[config.mk]
export PLATFORM = sky130hd
export DESIGN_NAME = pal_id_sel
export DESIGN_NICKNAME = d
export VERILOG_FILES = /design/src/rtl/pal_pkg.sv /design/src/rtl/pal_sum_acc.sv /design/src/rtl/pal_lin_search.sv /design/src/rtl/pal_id_sel.sv
export SDC_FILE = /design/constraint.sdc
export NUM_CORES = 1
export LEC_CHECK = 0
export BUFFER_PORTS_ARGS = -buffer_cell sky130_fd_sc_hd__buf_2
export CORE_MARGIN = 3
export CORE_UTILIZATION = 66
export DETAILED_ROUTE_END_ITERATION = 7
export HOLD_SLACK_MARGIN = 0.15
export MAX_ROUTING_LAYER = met4
export PLACE_DENSITY = 0.89
export SLEW_MARGIN = 10
export SYNTH_ARGS = -nofsm -noshare
export SYNTH_HDL_FRONTEND = slang
export SYNTH_SLANG_ARGS = --single-unit
[constraint.sdc]
create_clock -name clk -period 6.6 [get_ports clk]
set_clock_uncertainty 0.1 [all_clocks]
set_input_delay 0.33 -clock clk [delete_from_list [all_inputs] [get_ports clk]]
set_output_delay 0.33 -clock clk [all_outputs]
set_load 0.01 [all_outputs]
[src/rtl/pal_pkg.sv]
package pal_pkg;
    localparam int TAB_CAP   = 96;
    localparam int TITLE_LEN = 16;

    localparam logic [15:0] HDR_TITLE   = 16'h0134;
    localparam logic [15:0] HDR_LETTER  = 16'h0137;
    localparam logic [15:0] HDR_NEW_HI  = 16'h0144;
    localparam logic [15:0] HDR_NEW_LO  = 16'h0145;
    localparam logic [15:0] HDR_OLD_LIC = 16'h014B;

    localparam logic [7:0] OLD_USE_NEW = 8'h33;
    localparam logic [7:0] OLD_OK      = 8'h01;
    localparam logic [7:0] NEW_HI_OK   = 8'h30;
    localparam logic [7:0] NEW_LO_OK   = 8'h31;
    localparam logic [7:0] LOGO_ID_A   = 8'h43;
    localparam logic [7:0] LOGO_ID_B   = 8'h58;

    typedef logic [0:TAB_CAP-1][7:0] tab_t;

    typedef enum logic [3:0] {
        ST_IDLE, ST_OLD_LIC, ST_NEW_HI, ST_NEW_LO, ST_TITLE,
        ST_GATE, ST_TAB_SCAN, ST_LTR_SCAN, ST_DONE
    } sel_state_t;

    function automatic tab_t default_csum_tab();
        tab_t t;
        for (int i = 0; i < TAB_CAP; i++) t[i] = 8'((i * 37 + 11) % 256);
        return t;
    endfunction

    function automatic tab_t default_ltr_tab();
        tab_t t;
        for (int i = 0; i < TAB_CAP; i++) t[i] = 8'(65 + (i * 7) % 23);
        return t;
    endfunction
endpackage

[src/rtl/pal_sum_acc.sv]
module pal_sum_acc #(
    parameter int W = 8
) (
    input  logic         clk,
    input  logic         rst,
    input  logic         clr_i,
    input  logic         en_i,
    input  logic [W-1:0] din_i,
    output logic [W-1:0] sum_o
);
    always_ff @(posedge clk) begin
        if (rst || clr_i) sum_o <= '0;
        else if (en_i)    sum_o <= sum_o + din_i;
    end
endmodule

[src/rtl/pal_lin_search.sv]
module pal_lin_search #(
    parameter int DEPTH    = 80,
    parameter int ROW_LEN  = 80,
    parameter bit ROW_MODE = 1'b0
) (
    input  logic                  clk,
    input  logic                  rst,
    input  logic                  start_i,
    input  logic [7:0]            key_i,
    input  logic [DEPTH-1:0][7:0] tab_i,
    output logic                  end_o,
    output logic                  hit_o,
    output logic [7:0]            loc_o
);
    localparam int PW = (DEPTH > 1) ? $clog2(DEPTH) : 1;

    logic          busy_q;
    logic [7:0]    key_q;
    logic [PW-1:0] pos_q;
    logic          last;

    assign last  = (pos_q == PW'(DEPTH - 1));
    assign hit_o = busy_q && (tab_i[pos_q] == key_q);
    assign end_o = busy_q && (hit_o || last);

    always_ff @(posedge clk) begin
        if (rst) begin
            busy_q <= 1'b0;
            key_q  <= '0;
            pos_q  <= '0;
        end else if (start_i) begin
            busy_q <= 1'b1;
            key_q  <= key_i;
            pos_q  <= '0;
        end else if (end_o) begin
            busy_q <= 1'b0;
        end else if (busy_q) begin
            pos_q  <= pos_q + 1'b1;
        end
    end

    generate
        if (ROW_MODE) begin : g_row
            localparam int NROWS = (DEPTH + ROW_LEN - 1) / ROW_LEN;
            localparam int CW    = (ROW_LEN > 1) ? $clog2(ROW_LEN) : 1;
            localparam int RW    = (NROWS > 1) ? $clog2(NROWS) : 1;
            logic [CW-1:0] col_q;
            logic [RW-1:0] row_q;
            always_ff @(posedge clk) begin
                if (rst || start_i) begin
                    col_q <= '0;
                    row_q <= '0;
                end else if (busy_q && !end_o) begin
                    if (col_q == CW'(ROW_LEN - 1)) begin
                        col_q <= '0;
                        row_q <= row_q + 1'b1;
                    end else begin
                        col_q <= col_q + 1'b1;
                    end
                end
            end
            assign loc_o = 8'(row_q);
        end else begin : g_pos
            assign loc_o = 8'(pos_q);
        end
    endgenerate
endmodule

[src/rtl/pal_id_sel.sv]
module pal_id_sel
    import pal_pkg::*;
#(
    parameter int   CSUM_N     = 80,
    parameter int   LTR_ROWS   = 4,
    parameter int   LTR_COLS   = 14,
    parameter int   ROW_STEP   = 14,
    parameter int   DIRECT_MAX = 64,
    parameter tab_t CSUM_TAB   = default_csum_tab(),
    parameter tab_t LTR_TAB    = default_ltr_tab()
) (
    input  logic        clk,
    input  logic        rst,
    input  logic        start,
    output logic [15:0] hdr_addr,
    input  logic [7:0]  hdr_rdata,
    output logic [7:0]  pal_id,
    output logic [7:0]  title_sum,
    output logic        logo_req,
    output logic        done
);
    localparam int          LTR_N      = LTR_ROWS * LTR_COLS;
    localparam int          CNT_W      = $clog2(TITLE_LEN);
    localparam logic [CNT_W-1:0] LETTER_POS = CNT_W'(HDR_LETTER - HDR_TITLE);
    localparam logic [CNT_W-1:0] CNT_LAST   = CNT_W'(TITLE_LEN - 1);

    sel_state_t state, state_nxt;
    logic [CNT_W-1:0] cnt_q;
    logic             lic_ok_q;
    logic [7:0]       letter_q, idx_q, id_nxt;
    logic             finish, c_start, l_start;
    logic             c_end, c_hit, l_end, l_hit;
    logic [7:0]       c_loc, l_loc;

    logic [CSUM_N-1:0][7:0] csum_tab;
    logic [LTR_N-1:0][7:0]  ltr_tab;

    genvar gi;
    generate
        for (gi = 0; gi < CSUM_N; gi++) begin : g_ctab
            assign csum_tab[gi] = CSUM_TAB[gi];
        end
        for (gi = 0; gi < LTR_N; gi++) begin : g_ltab
            assign ltr_tab[gi] = LTR_TAB[gi];
        end
    endgenerate

    pal_sum_acc #(.W(8)) i_sum (
        .clk(clk), .rst(rst),
        .clr_i(state == ST_IDLE && start),
        .en_i(state == ST_TITLE),
        .din_i(hdr_rdata), .sum_o(title_sum)
    );

    pal_lin_search #(.DEPTH(CSUM_N), .ROW_LEN(CSUM_N), .ROW_MODE(1'b0)) i_csum_srch (
        .clk(clk), .rst(rst), .start_i(c_start), .key_i(title_sum),
        .tab_i(csum_tab), .end_o(c_end), .hit_o(c_hit), .loc_o(c_loc)
    );

    pal_lin_search #(.DEPTH(LTR_N), .ROW_LEN(LTR_COLS), .ROW_MODE(1'b1)) i_ltr_srch (
        .clk(clk), .rst(rst), .start_i(l_start), .key_i(letter_q),
        .tab_i(ltr_tab), .end_o(l_end), .hit_o(l_hit), .loc_o(l_loc)
    );

    always_ff @(posedge clk) begin
        if (rst) state <= ST_IDLE;
        else     state <= state_nxt;
    end

    always_comb begin
        state_nxt = state;
        finish    = 1'b0;
        id_nxt    = 8'h00;
        c_start   = 1'b0;
        l_start   = 1'b0;
        hdr_addr  = HDR_OLD_LIC;
        unique case (state)
            ST_IDLE:     if (start) state_nxt = ST_OLD_LIC;
            ST_OLD_LIC:  state_nxt = (hdr_rdata == OLD_USE_NEW) ? ST_NEW_HI : ST_TITLE;
            ST_NEW_HI: begin
                hdr_addr  = HDR_NEW_HI;
                state_nxt = (hdr_rdata == NEW_HI_OK) ? ST_NEW_LO : ST_TITLE;
            end
            ST_NEW_LO: begin
                hdr_addr  = HDR_NEW_LO;
                state_nxt = ST_TITLE;
            end
            ST_TITLE: begin
                hdr_addr = HDR_TITLE + 16'(cnt_q);
                if (cnt_q == CNT_LAST) state_nxt = ST_GATE;
            end
            ST_GATE: begin
                if (lic_ok_q) begin
                    c_start   = 1'b1;
                    state_nxt = ST_TAB_SCAN;
                end else begin
                    finish    = 1'b1;
                    state_nxt = ST_DONE;
                end
            end
            ST_TAB_SCAN: begin
                if (c_end) begin
                    if (c_hit && c_loc > 8'(DIRECT_MAX)) begin
                        l_start   = 1'b1;
                        state_nxt = ST_LTR_SCAN;
                    end else begin
                        finish    = 1'b1;
                        id_nxt    = c_hit ? c_loc : 8'h00;
                        state_nxt = ST_DONE;
                    end
                end
            end
            ST_LTR_SCAN: begin
                if (l_end) begin
                    finish    = 1'b1;
                    id_nxt    = l_hit ? (idx_q + 8'(ROW_STEP) * l_loc) : 8'h00;
                    state_nxt = ST_DONE;
                end
            end
            ST_DONE:     state_nxt = ST_IDLE;
            default:     state_nxt = ST_IDLE;
        endcase
    end

    always_ff @(posedge clk) begin
        if (rst) begin
            cnt_q    <= '0;
            lic_ok_q <= 1'b0;
            letter_q <= '0;
            idx_q    <= '0;
            pal_id   <= '0;
            logo_req <= 1'b0;
        end else begin
            unique case (state)
                ST_IDLE:     cnt_q    <= '0;
                ST_OLD_LIC:  lic_ok_q <= (hdr_rdata == OLD_OK);
                ST_NEW_HI:   lic_ok_q <= (hdr_rdata == NEW_HI_OK);
                ST_NEW_LO:   lic_ok_q <= (hdr_rdata == NEW_LO_OK);
                ST_TITLE: begin
                    cnt_q <= cnt_q + 1'b1;
                    if (cnt_q == LETTER_POS) letter_q <= hdr_rdata;
                end
                ST_TAB_SCAN: if (c_end) idx_q <= c_loc;
                default: ;
            endcase
            if (finish) begin
                pal_id   <= id_nxt;
                logo_req <= (id_nxt == LOGO_ID_A) || (id_nxt == LOGO_ID_B);
            end
        end
    end

    assign done = (state == ST_DONE);
endmodule

# Yosys cells after proc, flatten, opt, wreduce, memory -nomap -nowiden
# Memory sizes are Yosys's and may differ from the RTL's. A register that Yosys moved wholly into a read port is not among the register bits.
# Index checks and enable logic that the tools add are counted.
[op_classes]
addsub = 8
n_lt_le_gt_ge = 3
multipliers = 1
n_reduce_logical = 26
n_eq_ne = 25
n_mux = 39
n_bitwise = 2
[ops]
columns = ["operator", "n"]
rows = [
  ["two-way mux 7 bit", 5],
  ["two-way mux 8 bit", 4],
  ["one-hot mux 4 bit (8 select lines)", 1],
  ["one-hot mux 10 bit (3 select lines)", 1],
  ["two-way mux 4 bit", 7],
  ["== test 8 x 6 -> 1 bit (second input constant)", 3],
  ["== test 4 x 3 -> 1 bit (second input constant)", 4],
  ["== test 8 x 7 -> 1 bit (second input constant)", 2],
  ["== test 8 bit", 2],
  ["one-hot mux 8 bit (2 select lines)", 1],
  ["two-way mux 1 bit", 13],
  ["== test 4 x 2 -> 1 bit (second input constant)", 3],
  ["== test 4 bit (second input constant)", 3],
  ["two-way mux 6 bit", 2],
  ["adder 9 x 4 -> 10 bit (first input constant)", 1],
  ["AND reduction 2 bit", 5],
  ["adder 4 x 1 -> 4 bit (second input constant)", 2],
  ["adder 7 x 6 -> 8 bit", 1],
  ["adder 8 bit", 1],
  ["== test 8 x 1 -> 1 bit (second input constant)", 1],
  ["less-than comparator 7 x 8 -> 1 bit (second input constant)", 1],
  ["one-hot mux 4 bit (2 select lines)", 1],
  ["adder 7 x 1 -> 7 bit (second input constant)", 1],
  ["== test 7 bit (second input constant)", 1],
  ["other kinds (20)", 38],
]
[totals]
mem_bits_ro = 1536
input_bits = 11
mem_count = 2
ff_bits = 78
[memory_table]
columns = ["name", "words", "width", "rd", "rd_clocked_by_memory_dff", "write_ports", "line_no", "text"]
rows = [
  ["(no name shown)", 128, 8, 1, 1, 0, "pal_lin_search.sv:23", "assign hit_o = busy_q && (tab_i[pos_q] == key_q);"],
  ["(no name shown)", 64, 8, 1, 1, 0, "pal_lin_search.sv:23", ""],
]

# Logic depth before layout (Yosys ltp)
# Gate-level depths: netlist (run 1).
[depth]
depth_word = 10
depth_mapped = 15

# By module
# Synthesis (run 1) repeated with hierarchy kept, for this count alone.
[hier_totals]
hier_cells = 1434
area_unflattened_um2 = 14701.6
[by_module_without_submodules]
columns = ["module", "seq_area_each_um2", "area_each_um2", "instances", "cells_per_inst"]
rows = [
  ["pal_lin_search (i_csum_srch)", 320.3, 6627.6, 1, 615],
  ["pal_lin_search (i_ltr_srch)", 420.4, 5175.0, 1, 476],
  ["pal_id_sel", 680.7, 2337.2, 1, 279],
  ["pal_sum_acc", 160.2, 561.8, 1, 64],
]

# Worst setup path after synthesis (run 1)
# No wires, ideal clock.
[synth_path]
kind = "register to register"
from = "reg i_csum_srch.pos_q[1]"
to = "reg (tool-made name)"
synth_period_minus_slack_ps = 3270
t_arrival_ps = 3038
setup_time_ps = 133
n_path_buf = 1
stages_incl_launch_ff = 15
t_required_ps = 6367
path_slack_ps = 3330
path_cell_list = "dfxtp_1 > ha_1 > nand3_1 > nor3_1 > nor2_1 > xnor2_1 > nor2_1 > inv_1 > ha_1 > clkbuf_1 > nor3_1 > a21oi_1 > or4bb_1 > o311ai_0 > a31oi_1"
[synth_rtl]
columns = ["item", "line_no", "text"]
rows = [
  ["from (decl)", "pal_lin_search.sv:19", "logic [PW-1:0] pos_q;"],
  ["from (signal assigned)", "pal_lin_search.sv:38", "pos_q <= pos_q + 1'b1;"],
]

==> results of run 1 <==
repair_timing:
| item | in CTS | in global routing |
|---|---|---|
| endpoints found under the hold margin | 6 | 0 |
| hold buffers | 6 | 0 |
| buffers inserted | 0 | 0 |
| endpoints found under the setup margin | 0 | 0 |
critical path: stages, from the launching register on:
cell,delay [ps]
dfxtp_1,590
ha_1,310
nand3_1,130
nor3_1,510
nor2_1,180
xnor2_1,190
nor2_1,360
inv_1,150
ha_1,310
nor3_1,220
a21oi_1,70
or4bb_1,520
o311ai_0,140
a31oi_1,70
per-stage QoR:
step | hold WS, ps | setup slack [ps] | cell area [µm²]
after floorplan | 336 | 3330 | 6020
after global placement | 344 | 2940 | 6100
after detailed placement | 354 | 2720 | 6100
after CTS | 154 | 2710 | 6430
after global routing | 166 | 2330 | 6430
final | 176 | 2620 | 6430
routing by layer:
layer | vias to the layer above | GRT usage
li1 | 2710 | -
met1 | 2649 | 0.400
met2 | 247 | 0.484
met3 | 25 | 0.0489
met4 | 0 | 0.106
met5 | - | -
how the worst max path moves through the flow:
stage / end / cells after the start
after global routing: flop / 13
final: flop / 13
after global placement: flop / 13
after floorplan: flop / 14
after CTS: flop / 13
after detailed placement: flop / 13
cell usage in the layout, fill, tap and decap left out, types with 7 or more instances in the layout:
master / Yosys / final
nor2_1: 94 / 94
dfxtp_1: 91 / 91
nand2_1: 89 / 89
a21oi_1: 70 / 70
o21ai_0: 40 / 40
ha_1: 35 / 35
buf_2: 7 / 35
inv_1: 30 / 30
xnor2_1: 30 / 30
nand3_1: 26 / 26
mux2i_1: 24 / 24
nor3_1: 17 / 17
o211ai_1: 11 / 11
a31oi_1: 10 / 10
clkbuf_8: 0 / 10
and3_1: 9 / 9
xor2_1: 9 / 9
conb_1: 2 / 9
a211oi_1: 8 / 8
or3_1: 7 / 7
nor2b_1: 7 / 7
cell families (layout without fill, tap and decap cells):
group                    Yosys count  count (layout)
AND/OR/NAND/NOR                  287             287
adder cells (fa/ha/maj)           37              37
other                              2               9
multiplexers                      30              30
flip-flops                        91              91
XOR/XNOR                          41              41
AO/OA/AOI/OAI                    199             199
buffers and inverters             80              90
report_power, final:
group          switching (mW)  internal [mW]
clock                   0.199          0.298
sequential             0.0140          0.554
combinational          0.0630         0.0344
layout make-up:
cell class              count  area share
clock inverters             5      0.0195
repair buffers             42      0.0378
inverters                  33      0.0193
clock buffers              10      0.0214
multi-input cells         603       0.598
well taps                 108      0.0210
flip-flops and latches     91       0.283
==> results.md, run 1 <==
- Core Region: 8760 µm²
- Hold_sp: hdr_rdata[1]
- Post-DP HPWL: 10800 µm
- WL met3: 1120 µm
- EDFF count, synth: 0
- Unrepaired setup endpoints after global routing: no
- Initial Utilization: 0.684
- Status: finished clean
- Slew at the pin closest to its max-slew limit: 1030 ps
- R2r worst-path depth: 13
- CTS Buf Count: 9
- Multi-input logic area: 3840 µm²
- Slew headroom: 0.313
- DP Cell Count: 871
- Gr usage total: 0.307
- Period Utilization, post-route: 0.603
- Max layer used: met4
- # rows: 34
- Share of post-route cells with drive strength above 1: 0.103
- Cell area after synthesis: 6000 µm²
- Finished Layout Cells: 892
- First-pass GRT wire length: 24800 µm
- Syn. warnings: 0
- DRC: 0
- PD cells: 181 nW/µm²
- Min-Delay Path Class: in2reg
- Gpl congestion: 0.930
- Tot Pwr: 1.16 mW
- Final setup TNS: 0 ps
- Top cells by area, synth: dfxtp_1 (30%), ha_1 (7.3%), nor2_1 (5.9%), a21oi_1 (5.8%), nand2_1 (5.6%)
- Register-to-register setup slack: 2620 ps
- FMAX: 251 MHz
- Crit start category: flop
- Routed wl met2: 7220 µm
- Commonest cells in the netlist: nor2_1 (94), dfxtp_1 (91), nand2_1 (89)
- Crit path time final: 3980 ps
- Die height: 101 µm
- Number of routed nets with antenna violations: 0
- Critical path type: reg2reg
- PortBufs: 35
- Clk buf depth: 2
- Fillers: 680
- Clock-pin transition on the worst setup and hold timing paths: 100 ps
- Synthesized flop and latch total: 91
- Largest family of logic cells by synthesized area: simple AND/OR/NAND/NOR gates
- # setup viols final: 0
- Final Hold Fails: 0
- Vias: 5631
- Synth Area in Compound Gates: 0.213
- Fin. max-slew vios: 0
- Drt first pass iters: 5
- Die area: 10300 µm²
- Crit path from: i_csum_srch.pos_q[0]$_SDFFE_PP0N_
- Max_cap viols: 0
- Met1 wire length: 6460 µm
- Peak supply drop: 0.107 mV
- P_leak: 2.49 nW
- H-tree Lvls: 3
- Clk Latency, worst-skew pair: 370 ps
- Largest net degree at the start of global routing: 55
- CP Max Fanout: 12
- Synth top area share: 0.304
- Vias in the first global route: 5194
- Sequential area share after synthesis: 0.304
- Largest area contributor in the netlist: dfxtp_1
- Area Growth Syn to Fin: 7.15%
- Root buffer cell: clkbuf_8
- Post-synthesis simple-gate area fraction: 0.225
- Routed wire length: 15000 µm
- Cells after synthesis: 767
- Fraction of registers with async set/reset: 0
- Antenna violations before repair: 0
- N_diodes: 0
- WL/cell: 16.9 µm
- GR Overflow Total: 0
- I/O pins: 45
- Most frequent cell after synthesis: nor2_1
- Mux cell area share after synthesis: 0.0538
- WHS Path Cells: 3
- Worst Hold End: letter_q[1]$_SDFFE_PP0P_
- Adder-Cell Fraction of Synth Area: 0.0797
- CP endpoint kind: flop
- CTS resizes: 0
- Post-layout util: 0.733
- CTS tree: yes
- Critical path arrival: 4120 ps
- XOR/XNOR share of the synthesized area: 0.0634
- Number of library cell types mapped by synthesis: 82
- Worst EP required: 6740 ps
- Via/cell ratio: 6.31
- Syn Area/Cell: 7.82 µm²
- Commonest register cell after synthesis: dfxtp_1
- Worst r2r src: i_csum_srch.pos_q[0]$_SDFFE_PP0N_
- Iter 0 DRT Violations: 494
- Sequential cell area: 1820 µm²
- Clock sinks: 91
- Horiz. Die Dim: 101 µm
- Net count, final: 828
Power figures use the tool's default switching activity.
==> run 2, diff against run 1 <==
- CORE_UTILIZATION: 66 -> 61
- PLACE_DENSITY: 0.89 -> 0.84
- clock period: 6.6 -> 4.1 ns (I/O delays scaled with it)
==> run 2 against run 1 <==
  * Total power rose by 46%
  * Sequential share of layout area fell by 0.16 points
  * Final cell count rose by 3.6%
  * Worst hold slack improved by 64 ps
  * Non-clock buffer count rose by 10
  * Register-to-register slack got worse by 2100 ps
  * Sequential cell count did not move
==> results.md, run 2 (synthesized netlist as in run 1, its figures left out) <==
- Post-CTS setup buffers: 0 (unchanged)
- Max_cap viols: 0 (unchanged)
- DRC: 0 (unchanged)
- Final setup TNS: 0 ps (unchanged)
- PD cells: 263 nW/µm² (was 181 nW/µm²)
- CP Max Fanout: 12 (unchanged)
- Vias in the first global route: 5421 (was 5194)
- WP depth: 15 (was 13)
- PortBufs: 35 (unchanged)
- Area Growth Syn to Fin: 7.76% (was 7.15%)
- Slew at the pin closest to its max-slew limit: 1000 ps (was 1030 ps)
- Most common cell after layout, fill and taps aside: nor2_1 (unchanged)
- Critical Path Max Stage Delay: 580 ps (was 590 ps)
- Net count, final: 838 (was 828)
- Die area: 11100 µm² (was 10300 µm²)
- WHS Path Cells: 2 (was 3)
- Status: finished clean (unchanged)
- Number of routed nets with antenna violations: 0 (unchanged)
- FMAX: 281 MHz (was 251 MHz)
- P_leak: 2.50 nW (was 2.49 nW)
- Crit path time final: 3560 ps (was 3980 ps)
- Slew headroom: 0.331 (was 0.313)
- Highest-count cells in the layout ignoring fill and taps: nor2_1 (94), dfxtp_1 (91), nand2_1 (89), a21oi_1 (70), o21ai_0 (40) (unchanged)
- Crit start category: flop (unchanged)
- Die height: 105 µm (was 101 µm)
- Clk buf depth: 2 (unchanged)
- H-tree Lvls: 3 (unchanged)
- Initial Utilization: 0.637 (was 0.684)
- N_diodes: 0 (unchanged)
- I/O pins: 45 (unchanged)
- Hold Buf Count CTS: 8 (was 6)
- Horiz. Die Dim: 105 µm (was 101 µm)
- CTS Buf Count: 9 (unchanged)
- # setup viols final: 0 (unchanged)
- R2r worst-path depth: 15 (was 13)
- CP endpoint kind: flop (unchanged)
- WHS: 240 ps (was 176 ps)
- Fin. max-slew vios: 0 (unchanged)
- Unrepaired setup endpoints after global routing: no (unchanged)
- GR Overflow Total: 0 (unchanged)
- WL/cell: 16.5 µm (was 16.9 µm)
- Worst EP required: 4230 ps (was 6740 ps)
- Antenna violations before repair: 0 (unchanged)
- Worst path slowest cell: dfxtp_1 (unchanged)
- Final Hold Fails: 0 (unchanged)
- CTS tree: yes (unchanged)
- Register-to-register setup slack: 540 ps (was 2620 ps)
- Min-Delay Path Class: in2reg (unchanged)
- Fillers: 798 (was 680)
- CP delay by family, top: simple AND/OR/NAND/NOR gates (unchanged)
- Drt first pass iters: 5 (unchanged)
- Share of post-route cells with drive strength above 1: 0.112 (was 0.103)
- Via/cell ratio: 6.10 (was 6.31)
- Buf/Inv on CP: 3 (was 1)
- First-pass GRT wire length: 25700 µm (was 24800 µm)
- Critical path type: reg2reg (unchanged)
- Core Region: 9420 µm² (was 8760 µm²)
- Post-DP HPWL: 11200 µm (was 10800 µm)
- Root buffer cell: clkbuf_8 (unchanged)
- Clock-pin transition on the worst setup and hold timing paths: 100 ps (about the same)
- Routed wire length: 15200 µm (was 15000 µm)
- Largest net degree at the start of global routing: 33 (was 55)
- Critical path arrival: 3690 ps (was 4120 ps)
- Peak supply drop: 0.168 mV (was 0.107 mV)
- Gr usage total: 0.289 (was 0.307)
- Clock sinks: 91 (unchanged)
- Vias: 5641 (was 5631)
- Clk Latency, worst-skew pair: 370 ps (about the same)
- Gpl congestion: 0.979 (was 0.930)
- Sequence of cells on the critical path: ha_1 > nand3_1 > nor3_1 > buf_4 > nor2_1 > xnor2_1 > nor2_1 > buf_4 > inv_1 > ha_1 > nor3_1 > a21oi_1 > or4bb_1 > o311ai_0 > a31oi_1 (was ha_1 > nand3_1 > nor3_1 > nor2_1 > xnor2_1 > nor2_1 > inv_1 > ha_1 > nor3_1 > a21oi_1 > or4bb_1 > o311ai_0 > a31oi_1)
- CTS resizes: 0 (unchanged)
- Period Utilization, post-route: 0.867 (was 0.603)
- # rows: 35 (was 34)
- Iter 0 DRT Violations: 543 (was 494)
-- run 2: path summary, 6_finish.rpt --
| kind | from | to |
|---|---|---|
| worst max-delay path | i_csum_srch.pos_q[0]$_SDFFE_PP0N_ | flop |
| worst min-delay path | rst | lic_ok_q$_SDFFE_PP0P_ |
| worst max register to register | i_csum_srch.pos_q[0]$_SDFFE_PP0N_ | flop |
| worst min register to register | pal_id[7]$_SDFFE_PP0P_ | pal_id[7]$_SDFFE_PP0P_ |
-- run 2: area by class of cell --
type,instances,area (µm²),area share
multi-input combinational,603,3840,0.594
clock inverter,6,65.1,0.0101
sequential,91,1820,0.282
clock buffer,10,128,0.0197
inverter,33,124,0.0192
timing repair buffer,52,323,0.0499
tap,129,161,0.0250
-- run 2: through the flow --
stage	setup slack, ps	utilization	cells	cell area (µm²)	total power, mW
2_1_floorplan	830	-	774	6020	1.04
3_3_place_gp	701	0.658	900	6190	1.08
3_5_place_dp	595	0.658	900	6190	1.09
4_1_cts	575	0.687	924	6460	1.70
5_1_grt	167	0.687	924	6460	1.76
6_report	544	0.687	924	6460	1.70
-- run 2: report_power, final --
part / internal [mW] / switching (mW) / total [mW] / leakage (nW)
Sequential: 0.892 / 0.0151 / 0.907 / 0.733
Combinational: 0.0605 / 0.111 / 0.172 / 1.67
Clock: 0.284 / 0.337 / 0.620 / 0.0966
-- run 2: metal layers --
metal	vias up	wire, µm	global-route usage
met5	-	0	-
met4	0	253	0.0890
met3	27	1170	0.0581
met2	240	7200	0.458
met1	2645	6610	0.373
li1	2729	-	-
